$ cat src/rtl/cct_pkg.sv
// Shared definitions for the capture/compare timer channel.
// Assumes a 16-bit register port with one-hot byte enables per byte.
package cct_pkg;
    localparam int ADDR_W = 3;
    localparam logic [ADDR_W-1:0] A_CTRL = 3'd0;
    localparam logic [ADDR_W-1:0] A_STAT = 3'd1;
    localparam logic [ADDR_W-1:0] A_CNT  = 3'd2;
    localparam logic [ADDR_W-1:0] A_GR0  = 3'd3;
    localparam logic [ADDR_W-1:0] A_BR0  = 3'd5;

    typedef enum logic [1:0] {
        ACT_NONE   = 2'b00,
        ACT_LOW    = 2'b01,
        ACT_HIGH   = 2'b10,
        ACT_TOGGLE = 2'b11
    } pin_act_e;

    // One slot's configuration, bit 0 is the capture-mode select.
    typedef struct packed {
        logic       ie;
        pin_act_e   act;
        logic [1:0] edg;
        logic       buf_en;
        logic       cap;
    } slot_cfg_t;

    localparam int CFG_W = $bits(slot_cfg_t);
endpackage

$ cat src/rtl/cct_capsync.sv
// Capture input conditioning: two-flop synchronizer followed by an edge
// detector. Assumes the pin is low during reset. The event pulses for one
// cycle, on the cycle after the synchronized level changes.
module cct_capsync (
    input  logic       clk,
    input  logic       rst_n,
    input  logic       pin,
    input  logic [1:0] edg,
    output logic       evt
);
    logic s1_q, s2_q, prev_q;
    logic rise, fall;

    // Synchronize the pin and keep the previous synchronized level.
    always_ff @(posedge clk) begin
        if (!rst_n) begin
            s1_q   <= 1'b0;
            s2_q   <= 1'b0;
            prev_q <= 1'b0;
        end else begin
            s1_q   <= pin;
            s2_q   <= s1_q;
            prev_q <= s2_q;
        end
    end

    // Qualify the detected transitions with the selected edge set.
    always_comb begin
        rise = s2_q & ~prev_q;
        fall = ~s2_q & prev_q;
        evt  = (edg[0] & rise) | (edg[1] & fall);
    end
endmodule

$ cat src/rtl/cct_slot.sv
// One capture/compare slot: general register, paired buffer register,
// status flag and compare pin. Hardware transfers take priority over CPU
// writes in the same cycle, and a hardware flag set beats a clear.
module cct_slot
    import cct_pkg::*;
#(
    parameter int W  = 16,
    parameter int NB = W / 8
) (
    input  logic          clk,
    input  logic          rst_n,
    input  slot_cfg_t     cfg,
    input  logic [W-1:0]  cnt,
    input  logic          cap_evt,
    input  logic          gr_we,
    input  logic          br_we,
    input  logic [NB-1:0] be,
    input  logic [W-1:0]  wdata,
    input  logic          flag_clr,
    output logic [W-1:0]  gr,
    output logic [W-1:0]  br,
    output logic          flag,
    output logic          pin
);
    logic match, capture;

    function automatic logic [W-1:0] merge(input logic [W-1:0] old_v,
                                           input logic [W-1:0] new_v,
                                           input logic [NB-1:0] en);
        logic [W-1:0] r;
        r = old_v;
        for (int b = 0; b < NB; b++)
            if (en[b]) r[b*8 +: 8] = new_v[b*8 +: 8];
        return r;
    endfunction

    // Decode the two hardware events of this slot.
    always_comb begin
        match   = !cfg.cap && (cnt == gr);
        capture = cfg.cap && cap_evt;
    end

    // General register: capture, then buffered compare reload, then CPU.
    always_ff @(posedge clk) begin
        if (!rst_n)                    gr <= '1;
        else if (capture)              gr <= cnt;
        else if (match && cfg.buf_en)  gr <= br;
        else if (gr_we)                gr <= merge(gr, wdata, be);
    end

    // Buffer register: receives the old general value on a buffered capture.
    always_ff @(posedge clk) begin
        if (!rst_n)                      br <= '1;
        else if (capture && cfg.buf_en)  br <= gr;
        else if (br_we)                  br <= merge(br, wdata, be);
    end

    // Status flag: set on either event, set dominates clear.
    always_ff @(posedge clk) begin
        if (!rst_n)                 flag <= 1'b0;
        else if (capture || match)  flag <= 1'b1;
        else if (flag_clr)          flag <= 1'b0;
    end

    // Compare output pin action on a match.
    always_ff @(posedge clk) begin
        if (!rst_n) pin <= 1'b0;
        else if (match) begin
            case (cfg.act)
                ACT_LOW:    pin <= 1'b0;
                ACT_HIGH:   pin <= 1'b1;
                ACT_TOGGLE: pin <= ~pin;
                default:    pin <= pin;
            endcase
        end
    end
endmodule

$ cat src/rtl/cct_chan.sv
// Timer channel top: free-running counter, control and status registers,
// register read mux and two capture/compare slots. Assumes W is 16 so that
// each control byte holds one slot's configuration.
module cct_chan
    import cct_pkg::*;
#(
    parameter int W  = 16,
    parameter int NB = W / 8
) (
    input  logic              clk,
    input  logic              rst_n,
    input  logic              cpu_we,
    input  logic              cpu_re,
    input  logic [ADDR_W-1:0] cpu_addr,
    input  logic [NB-1:0]     cpu_be,
    input  logic [W-1:0]      cpu_wdata,
    output logic [W-1:0]      cpu_rdata,
    input  logic [1:0]        cap_pin,
    output logic [1:0]        cmp_pin,
    output logic [1:0]        irq
);
    localparam int NSLOT = 2;

    logic [W-1:0]              cnt_q;
    slot_cfg_t [NSLOT-1:0]     cfg_q;
    logic [NSLOT-1:0]          flag, arm_q, flag_clr, cap_evt;
    logic [NSLOT-1:0][W-1:0]   gr_v, br_v;

    function automatic logic [W-1:0] merge(input logic [W-1:0] old_v,
                                           input logic [W-1:0] new_v,
                                           input logic [NB-1:0] en);
        logic [W-1:0] r;
        r = old_v;
        for (int b = 0; b < NB; b++)
            if (en[b]) r[b*8 +: 8] = new_v[b*8 +: 8];
        return r;
    endfunction

    // Free-running counter with CPU load.
    always_ff @(posedge clk) begin
        if (!rst_n)                               cnt_q <= '0;
        else if (cpu_we && cpu_addr == A_CNT)     cnt_q <= merge(cnt_q, cpu_wdata, cpu_be);
        else                                      cnt_q <= cnt_q + 1'b1;
    end

    // Control register, one byte per slot.
    always_ff @(posedge clk) begin
        if (!rst_n) cfg_q <= '0;
        else if (cpu_we && cpu_addr == A_CTRL) begin
            for (int s = 0; s < NSLOT; s++)
                if (cpu_be[s]) cfg_q[s] <= slot_cfg_t'(cpu_wdata[s*8 +: CFG_W]);
        end
    end

    // Flag clear request: status write of 0 after an arming read.
    always_comb begin
        for (int s = 0; s < NSLOT; s++)
            flag_clr[s] = cpu_we && cpu_addr == A_STAT && cpu_be[0]
                          && !cpu_wdata[s] && arm_q[s];
    end

    // Arm a flag for clearing when software reads it as 1.
    always_ff @(posedge clk) begin
        if (!rst_n) arm_q <= '0;
        else begin
            for (int s = 0; s < NSLOT; s++) begin
                if (flag_clr[s])                                   arm_q[s] <= 1'b0;
                else if (cpu_re && cpu_addr == A_STAT && flag[s])  arm_q[s] <= 1'b1;
            end
        end
    end

    for (genvar i = 0; i < NSLOT; i++) begin : g_slot
        cct_capsync u_sync (
            .clk   (clk),
            .rst_n (rst_n),
            .pin   (cap_pin[i]),
            .edg   (cfg_q[i].edg),
            .evt   (cap_evt[i])
        );
        cct_slot #(.W(W), .NB(NB)) u_slot (
            .clk      (clk),
            .rst_n    (rst_n),
            .cfg      (cfg_q[i]),
            .cnt      (cnt_q),
            .cap_evt  (cap_evt[i]),
            .gr_we    (cpu_we && cpu_addr == A_GR0 + ADDR_W'(i)),
            .br_we    (cpu_we && cpu_addr == A_BR0 + ADDR_W'(i)),
            .be       (cpu_be),
            .wdata    (cpu_wdata),
            .flag_clr (flag_clr[i]),
            .gr       (gr_v[i]),
            .br       (br_v[i]),
            .flag     (flag[i]),
            .pin      (cmp_pin[i])
        );
        assign irq[i] = flag[i] & cfg_q[i].ie;
    end

    // Register read mux.
    always_comb begin
        cpu_rdata = '0;
        case (cpu_addr)
            A_CTRL:       for (int s = 0; s < NSLOT; s++) cpu_rdata[s*8 +: CFG_W] = cfg_q[s];
            A_STAT:       cpu_rdata[NSLOT-1:0] = flag;
            A_CNT:        cpu_rdata = cnt_q;
            A_GR0:        cpu_rdata = gr_v[0];
            A_GR0 + 3'd1: cpu_rdata = gr_v[1];
            A_BR0:        cpu_rdata = br_v[0];
            A_BR0 + 3'd1: cpu_rdata = br_v[1];
            default:      cpu_rdata = '0;
        endcase
    end
endmodule

$ cat config.mk
export PLATFORM = sky130hd
export DESIGN_NAME = cct_chan
export DESIGN_NICKNAME = d
export VERILOG_FILES = /design/src/rtl/cct_pkg.sv /design/src/rtl/cct_capsync.sv /design/src/rtl/cct_slot.sv /design/src/rtl/cct_chan.sv
export SDC_FILE = /design/constraint.sdc
export NUM_CORES = 1
export LEC_CHECK = 0
export ABC_CLOCK_PERIOD_IN_PS = 4100
export CAP_MARGIN = 20
export CORE_ASPECT_RATIO = 1.1
export CORE_UTILIZATION = 61
export DETAILED_ROUTE_END_ITERATION = 8
export GPL_ROUTABILITY_DRIVEN = 0
export GPL_TIMING_DRIVEN = 1
export PLACE_DENSITY = 0.94
export SETUP_SLACK_MARGIN = 0.1
export SLEW_MARGIN = 25
export SYNTH_ARGS = -nofsm -noshare
export SYNTH_HDL_FRONTEND = slang
export SYNTH_HIERARCHICAL = 1
export SYNTH_SLANG_ARGS = --single-unit
$ cat constraint.sdc
create_clock -name clk -period 4.1 [get_ports clk]
set_clock_uncertainty 0.1 [all_clocks]
set_input_delay 0.41 -clock clk [delete_from_list [all_inputs] [get_ports clk]]
set_output_delay 0.41 -clock clk [all_outputs]
set_load 0.02 [all_outputs]
== Yosys cells after proc, flatten, opt, wreduce, memory -nomap -nowiden ==
Cells that the tools add are included.

* Register bits after elaboration: 106
* Input port bits: 27
* Output and inout bits: 20
* Logic and storage cells: 152

* Add/subtract/negate cells: 1
* Equality and inequality tests: 16
* Mux-type cells: 24
* Bitwise logic cells: 19
* Reduce and logical (&&, ||, !) cells: 60

{| class="wikitable"
|+ Operators with widths
! operator !! count
|-
| two-way mux 16 bit || 11
|-
| one-hot mux 7 bit (6 select lines) || 1
|-
| == test 16 bit || 2
|-
| one-hot mux 5 bit (6 select lines) || 1
|-
| AND reduction 2 bit || 12
|-
| nonzero test 3 bit || 8
|-
| logical AND 1 bit || 23
|-
| adder 16 x 1 -> 16 bit (second input constant) || 1
|-
| two-way mux 8 bit || 2
|-
| nonzero test 2 bit || 8
|-
| one-hot mux 2 bit (7 select lines) || 1
|-
| bitwise AND 1 bit || 10
|-
| one-hot mux 1 bit (5 select lines) || 2
|-
| == test 3 bit (second input constant) || 3
|-
| == test 2 bit (second input constant) || 4
|-
| inverter 1 bit || 7
|-
| == test 3 x 2 -> 1 bit (second input constant) || 2
|-
| one-hot mux 1 bit (3 select lines) || 2
|-
| == test 2 x 1 -> 1 bit (second input constant) || 2
|-
| logical NOT 1 bit || 4
|-
| two-way mux 1 bit || 4
|-
| != test 2 bit (second input constant) || 2
|-
| OR reduction 2 bit || 2
|-
| == test 3 x 1 -> 1 bit (second input constant) || 1
|-
| other kinds (3) || 5
|}

== Longest topological paths before layout ==
* Depth after elaboration: 8
* Mapped depth: 11
* Mapped depth without buffers: 8

== By module ==
Netlist, hierarchy kept.

{| class="wikitable"
|+ Modules (own cells, without submodules)
! module !! times used !! cells each !! area an instance (um^2)
|-
| cct_slot || 2 || 256 || 1864.3
|-
| cct_chan || 1 || 299 || 2361.0
|-
| cct_capsync || 2 || 9 || 100.1
|}

== Worst setup path before layout ==
No wires, ideal clock.

* Path type: register to register
* Start: register cnt_q[5]
* End: register g_slot[0].u_slot.gr[0]
* Setup time: 0.143 ns
* Data arrival time: 1.995 ns
* Required time: 3.857 ns
* Path slack: 1.862 ns
* Stages on the path, launching flop included: 9
* Buffers on the path: 2
* Period minus slack after synthesis: 2.238 ns
* Cells stage by stage: dfxtp_1 -> xor2_1 -> nor4_2 -> nand4b_2 -> or4_1 -> buf_2 -> buf_2 -> nor2_1 -> o311ai_1

* Longest elaborated chain between the ends: 5
* Elaborated cells on any way between the ends: 8
* Classes of those cells: 1 x eq/ne; 2 x mux; 5 x reduce/logical

{| class="wikitable"
|+ RTL lines
! item !! line !! text
|-
| start, declared || cct_chan.sv:24 || <nowiki>logic [W-1:0] cnt_q;</nowiki>
|-
| start signal, assigned || cct_chan.sv:42 || <nowiki>else if (cpu_we && cpu_addr == A_CNT) cnt_q <= merge(cnt_q, cpu_wdata, cpu_be);</nowiki>
|-
| start signal, assigned || cct_chan.sv:43 || <nowiki>else cnt_q <= cnt_q + 1'b1;</nowiki>
|-
| == test 16 bit * || cct_slot.sv:39 || <nowiki>match = !cfg.cap && (cnt == gr);</nowiki>
|-
| logical AND 1 bit * || cct_slot.sv:39 ||
|-
| logical AND 1 bit * || cct_slot.sv:47 || <nowiki>else if (match && cfg.buf_en) gr <= br;</nowiki>
|-
| nonzero test 3 bit (no line) / two-way mux 16 bit (equally long branches) || - ||
|-
| AND reduction 2 bit (no line) / two-way mux 16 bit (equally long branches) || - ||
|-
| end signal, assigned || cct_slot.sv:46 || <nowiki>else if (capture) gr <= cnt;</nowiki>
|-
| end signal, assigned || cct_slot.sv:47 ||
|-
| end signal, assigned || cct_slot.sv:48 || <nowiki>else if (gr_we) gr <= merge(gr, wdata, be);</nowiki>
|-
| end, declared || cct_slot.sv:20 || <nowiki>output logic [W-1:0] gr,</nowiki>
|}

Every way passes the cells marked *; elsewhere a longest branch is shown, timed or not.
A chain may end at the register's enable or synchronous reset.

== Worst setup path in the final report ==
* Start: input port cpu_addr[1]
* End: output port cpu_rdata[8]

* Longest elaborated chain between the ends: 2
* Elaborated cells on any way between the ends: 7
* Classes of those cells: 5 x eq/ne; 1 x mux; 1 x reduce/logical

{| class="wikitable"
|+ RTL lines
! item !! line !! text
|-
| start, declared || cct_chan.sv:14 || <nowiki>input logic [ADDR_W-1:0] cpu_addr,</nowiki>
|-
| == test 3 bit, or another cell as far along || cct_chan.sv:103 || <nowiki>case (cpu_addr)</nowiki>
|-
| one-hot mux 7 bit (6 select lines) * || cct_chan.sv:103 ||
|-
| end, declared || cct_chan.sv:17 || <nowiki>output logic [W-1:0] cpu_rdata,</nowiki>
|}

Marks and branches as above.

==> out/qor_table.md <==
| Item | This run | Unit |
|:---|:---|:---|
| Outcome | finished, final reports clean | - |
| X dimension of the die | 98.8 | um |
| Syn_nets | 857 | - |
| Initial standard-cell utilization of the core | 0.633 | - |
| Cell count after synthesis | 829 | - |
| Wire length reported by the detailed router | 20800 | um |
| Relative area change from synthesis to final layout | 9.95 | % |
| Dpl cells | 948 | - |
| Worst hold path endpoint | g_slot[1].u_sync/s2_q$_SDFF_PN0_ | - |
| Die height | 109 | um |
| Remaining antenna violation count | 0 | - |
| Critical path peak fanout | 19 | - |
| Achievable Freq | 289 | MHz |
| Buffer levels on the longest clock path | 2 | - |
| H-tree level count | 3 | - |
| Number of antenna repair diodes | 0 | - |
| Setup repair after global routing missed its margin | no | - |
| Clock Latency Late Sink | 400 | ps |
| Total power draw | 2.17 | mW |
| IR drop worst, VDD | 0.242 | mV |
| Area share of the largest cell type after synthesis | 0.337 | - |
| Library cell contributing the largest single delay on the critical path | sky130_fd_sc_hd__clkdlybuf4s50_1 | - |
| Area of all sequential standard cells | 2120 | sq um |
| Area contributors post-synth | sky130_fd_sc_hd__dfxtp_1, sky130_fd_sc_hd__nand2_1, sky130_fd_sc_hd__nand3_1 | - |
| Top-Level Pins | 47 | - |
| Core footprint | 9940 | sq um |
| Length of the first detailed-routing pass in iterations | 6 | - |
| Count of nets after finishing | 867 | - |
| Hold buffers post-CTS | 0 | - |
| Final max-slew violation count | 0 | - |
| Antenna violations before repair | 1 | - |
| Final cell utilization of the core | 0.696 | - |
| Overall die area | 10700 | sq um |
| PD cells | 314 | nW/um^2 |
| Fraction of the yosys area taken by sequential cells | 0.337 | - |
| Launch point of the worst path | cpu_addr[1] | - |
| Iteration-0 DRC Markers | 860 | - |
| R2R depth | 6 | - |
| Detailed-route wire length per cell | 21.5 | um |
| Warning count from the yosys run | 6 | - |
| Clock tree from TritonCTS | yes | - |
| Crit path buf inv count | 3 | - |
| First-pass GRT wire length | 32100 | um |
| CP Data Required Time | 3590 | ps |
| Worst path most repeated cell | sky130_fd_sc_hd__clkdlybuf4s50_1 | - |
| Worst Tran Pin Value | 1040 | ps |
| Netlist area before placement | 6290 | sq um |
| Post-DR vias/cell | 7.17 | - |
| Distinct cell type count after synthesis | 58 | - |
| Worst reg2reg path startpoint | cnt_q[2]$_SDFFE_PN0P_ | - |
| Post-detail-place hpwl | 14200 | um |
| Remaining Overflow, GRT | 0 | - |
| EDFF count, synth | 0 | - |
| Crit Path Category | input pin to output port | - |
| DRC | 0 | - |
| Total clock buffers created by CTS | 9 | - |
| Total Neg Setup Slack | 0 | ps |
| Endpoint kind of the worst setup timing path | output port | - |
| Clock sinks | 106 | - |
| Flip-flop and latch count after synthesis | 106 | - |
| Commonest cells after routing, fill and taps aside | sky130_fd_sc_hd__nand2_1, sky130_fd_sc_hd__dfxtp_1, sky130_fd_sc_hd__nor2_1 | - |
| Non-filler instance count after layout | 964 | - |
| Global-route total usage across every layer | 0.392 | - |
| Min-Delay Path Class | flip-flop to flip-flop | - |
| Max-capacitance violation count | 0 | - |
| Most common cell after layout, fill and taps aside | sky130_fd_sc_hd__nand2_1 | - |
| Count of input and output buffers | 46 | - |
| Final count of hold timing violations | 0 | - |
| Largest delay contributor family on the critical path | buffers and inverters | - |
| # resized after CTS | 0 | - |
| Startpoint of the worst hold path | g_slot[1].u_sync/s1_q$_SDFF_PN0_ | - |
| Slowest Stage Delay on Critical Path | 790 | ps |
| Fin crit period | 3460 | ps |
| Most used flip-flop cell after synthesis | sky130_fd_sc_hd__dfxtp_1 | - |
| Pin count of the biggest net entering global routing | 46 | - |
| Leak Pwr | 2.84 | nW |
| Via count | 6911 | - |
| Finish-stage setup viols | 0 | - |
| Clock root buffer | sky130_fd_sc_hd__clkbuf_8 | - |
| Post-CTS Setup Bufs | 0 | - |
| Via count of the first global-routing pass | 6181 | - |
| Relative max-transition margin | 0.305 | - |
| Share of the clock period used by the worst path after layout | 0.845 | - |
| Reg-to-reg slack, setup | 1090 | ps |
| Yosys top cell by area | sky130_fd_sc_hd__dfxtp_1 | - |
| Row cnt | 38 | - |
| Number of cells on the worst hold path | 1 | - |
| Fill cell count | 794 | - |
| Multi-input logic area | 3820 | sq um |
| Fraction of final layout cells sized beyond drive strength 1 | 0.0652 | - |
| List of cells traversed by the critical path | clkdlybuf4s50_1 -> buf_4 -> nor2b_1 -> a22oi_1 -> o22ai_1 -> clkdlybuf4s50_1 | - |
| Mapped Avg Cell Area | 7.59 | sq um |
| Nature of the critical path startpoint | input pin | - |
| Clock transition at the register clock pins on the worst setup and hold paths after CTS | 90 | ps |
| Reg2Reg Capture Point | g_slot[0].u_slot/gr[11]$_SDFFE_PN1P_ | - |
| Async SR Flop Fraction | 0 | - |
| Data arrival at the endpoint of the critical path | 2950 | ps |
## metrics by stage
| step | setup slack (ps) | cell area (sq um) | hold slack (ps) |
|---|---|---|---|
| 2_1_floorplan | 1860 | 6290 | 312 |
| 3_3_place_gp | 883 | 6670 | 317 |
| 3_5_place_dp | 834 | 6670 | 327 |
| 4_1_cts | 776 | 6900 | 348 |
| 5_1_grt | 636 | 6920 | 354 |
| 6_report | 636 | 6920 | 344 |
## state kept, by name, summed over array words and instances, names as in the netlist
register,cells
g_slot.u_slot/br,32
g_slot.u_slot/gr,32
cnt_q,16
cfg_q,14
arm_q,2
g_slot.u_slot/flag,2
g_slot.u_slot/pin,2
g_slot.u_sync/prev_q,2
g_slot.u_sync/s1_q,2
g_slot.u_sync/s2_q,2
## final cells by class
type	instances	share of cell area
inverter	23	0.0125
timing repair buffer	53	0.0727
clock inverter	5	0.0148
tap	120	0.0217
multi-input combinational	646	0.552
sequential	106	0.307
clock buffer	11	0.0190
## where the power goes
group          leakage [nW]  internal (mW)  switching (mW)
clock network         0.114          0.405           0.377
logic                  1.86          0.124           0.175
registers             0.861           1.05          0.0403
total                  2.84           1.58           0.592
## cell usage after synthesis (all sizes together) (3+ instances only)
| cell | instances |
|---|---|
| o22ai | 5 |
| mux2 | 8 |
| nor3b | 3 |
| nor4 | 6 |
| xor2 | 10 |
| nand3 | 77 |
| o311ai | 35 |
| xnor2 | 12 |
| a31oi | 4 |
| o21ai | 47 |
| or4 | 6 |
| nor3 | 7 |
| a21oi | 73 |
| nand4 | 8 |
| clkbuf | 28 |
| nor2b | 7 |
| dfxtp | 106 |
| nand2 | 121 |
| mux4 | 3 |
| inv | 23 |
| nor2 | 101 |
| mux2i | 30 |
| a22oi | 3 |
| nand3b | 5 |
| and2 | 18 |
| and3 | 9 |
| buf | 26 |
| a221oi | 16 |
| o221ai | 3 |
## worst max path at each step
stage	to	slack, ps	depth (start not counted)
detailed placement	cpu_rdata[8]	830	6
floorplan	g_slot[0].u_slot/gr[0]$_SDFFE_PN1P_	1860	8
global placement	cpu_rdata[8]	880	6
finish	cpu_rdata[8]	640	6
global route	cpu_rdata[8]	640	6
CTS	cpu_rdata[8]	780	6
## worst reg2reg max path, cell delays in order (launching register included)
cell,delay (ps)
sky130_fd_sc_hd__dfxtp_1,700
sky130_fd_sc_hd__xnor2_1,250
sky130_fd_sc_hd__o221a_2,260
sky130_fd_sc_hd__nand4b_2,180
sky130_fd_sc_hd__or4_2,1010
sky130_fd_sc_hd__nand3_1,240
sky130_fd_sc_hd__o311ai_1,130
## layer usage
| layer | wire, um | vias to the layer above | track usage |
|---|---|---|---|
| li1 | - | 3020 | - |
| met2 | 9060 | 651 | 0.618 |
| met1 | 7390 | 3083 | 0.498 |
| met4 | 1400 | 0 | 0.240 |
| met5 | 0 | - | 0 |
| met3 | 2920 | 157 | 0.0724 |
## logic make-up (layout without fill, tap and decap cells)
group	Yosys count	count (layout)	share of synthesized area
buffers and inverters	77	92	0.0583
and+or+nand+nor	375	375	0.279
muxes	41	41	0.0728
AOI/OAI and AO/OA	207	207	0.220
DFF	106	106	0.337
adders and majority gates	1	1	0.00199
xor gates and xnor gates	22	22	0.0306
Power figures use the tool's default switching activity.
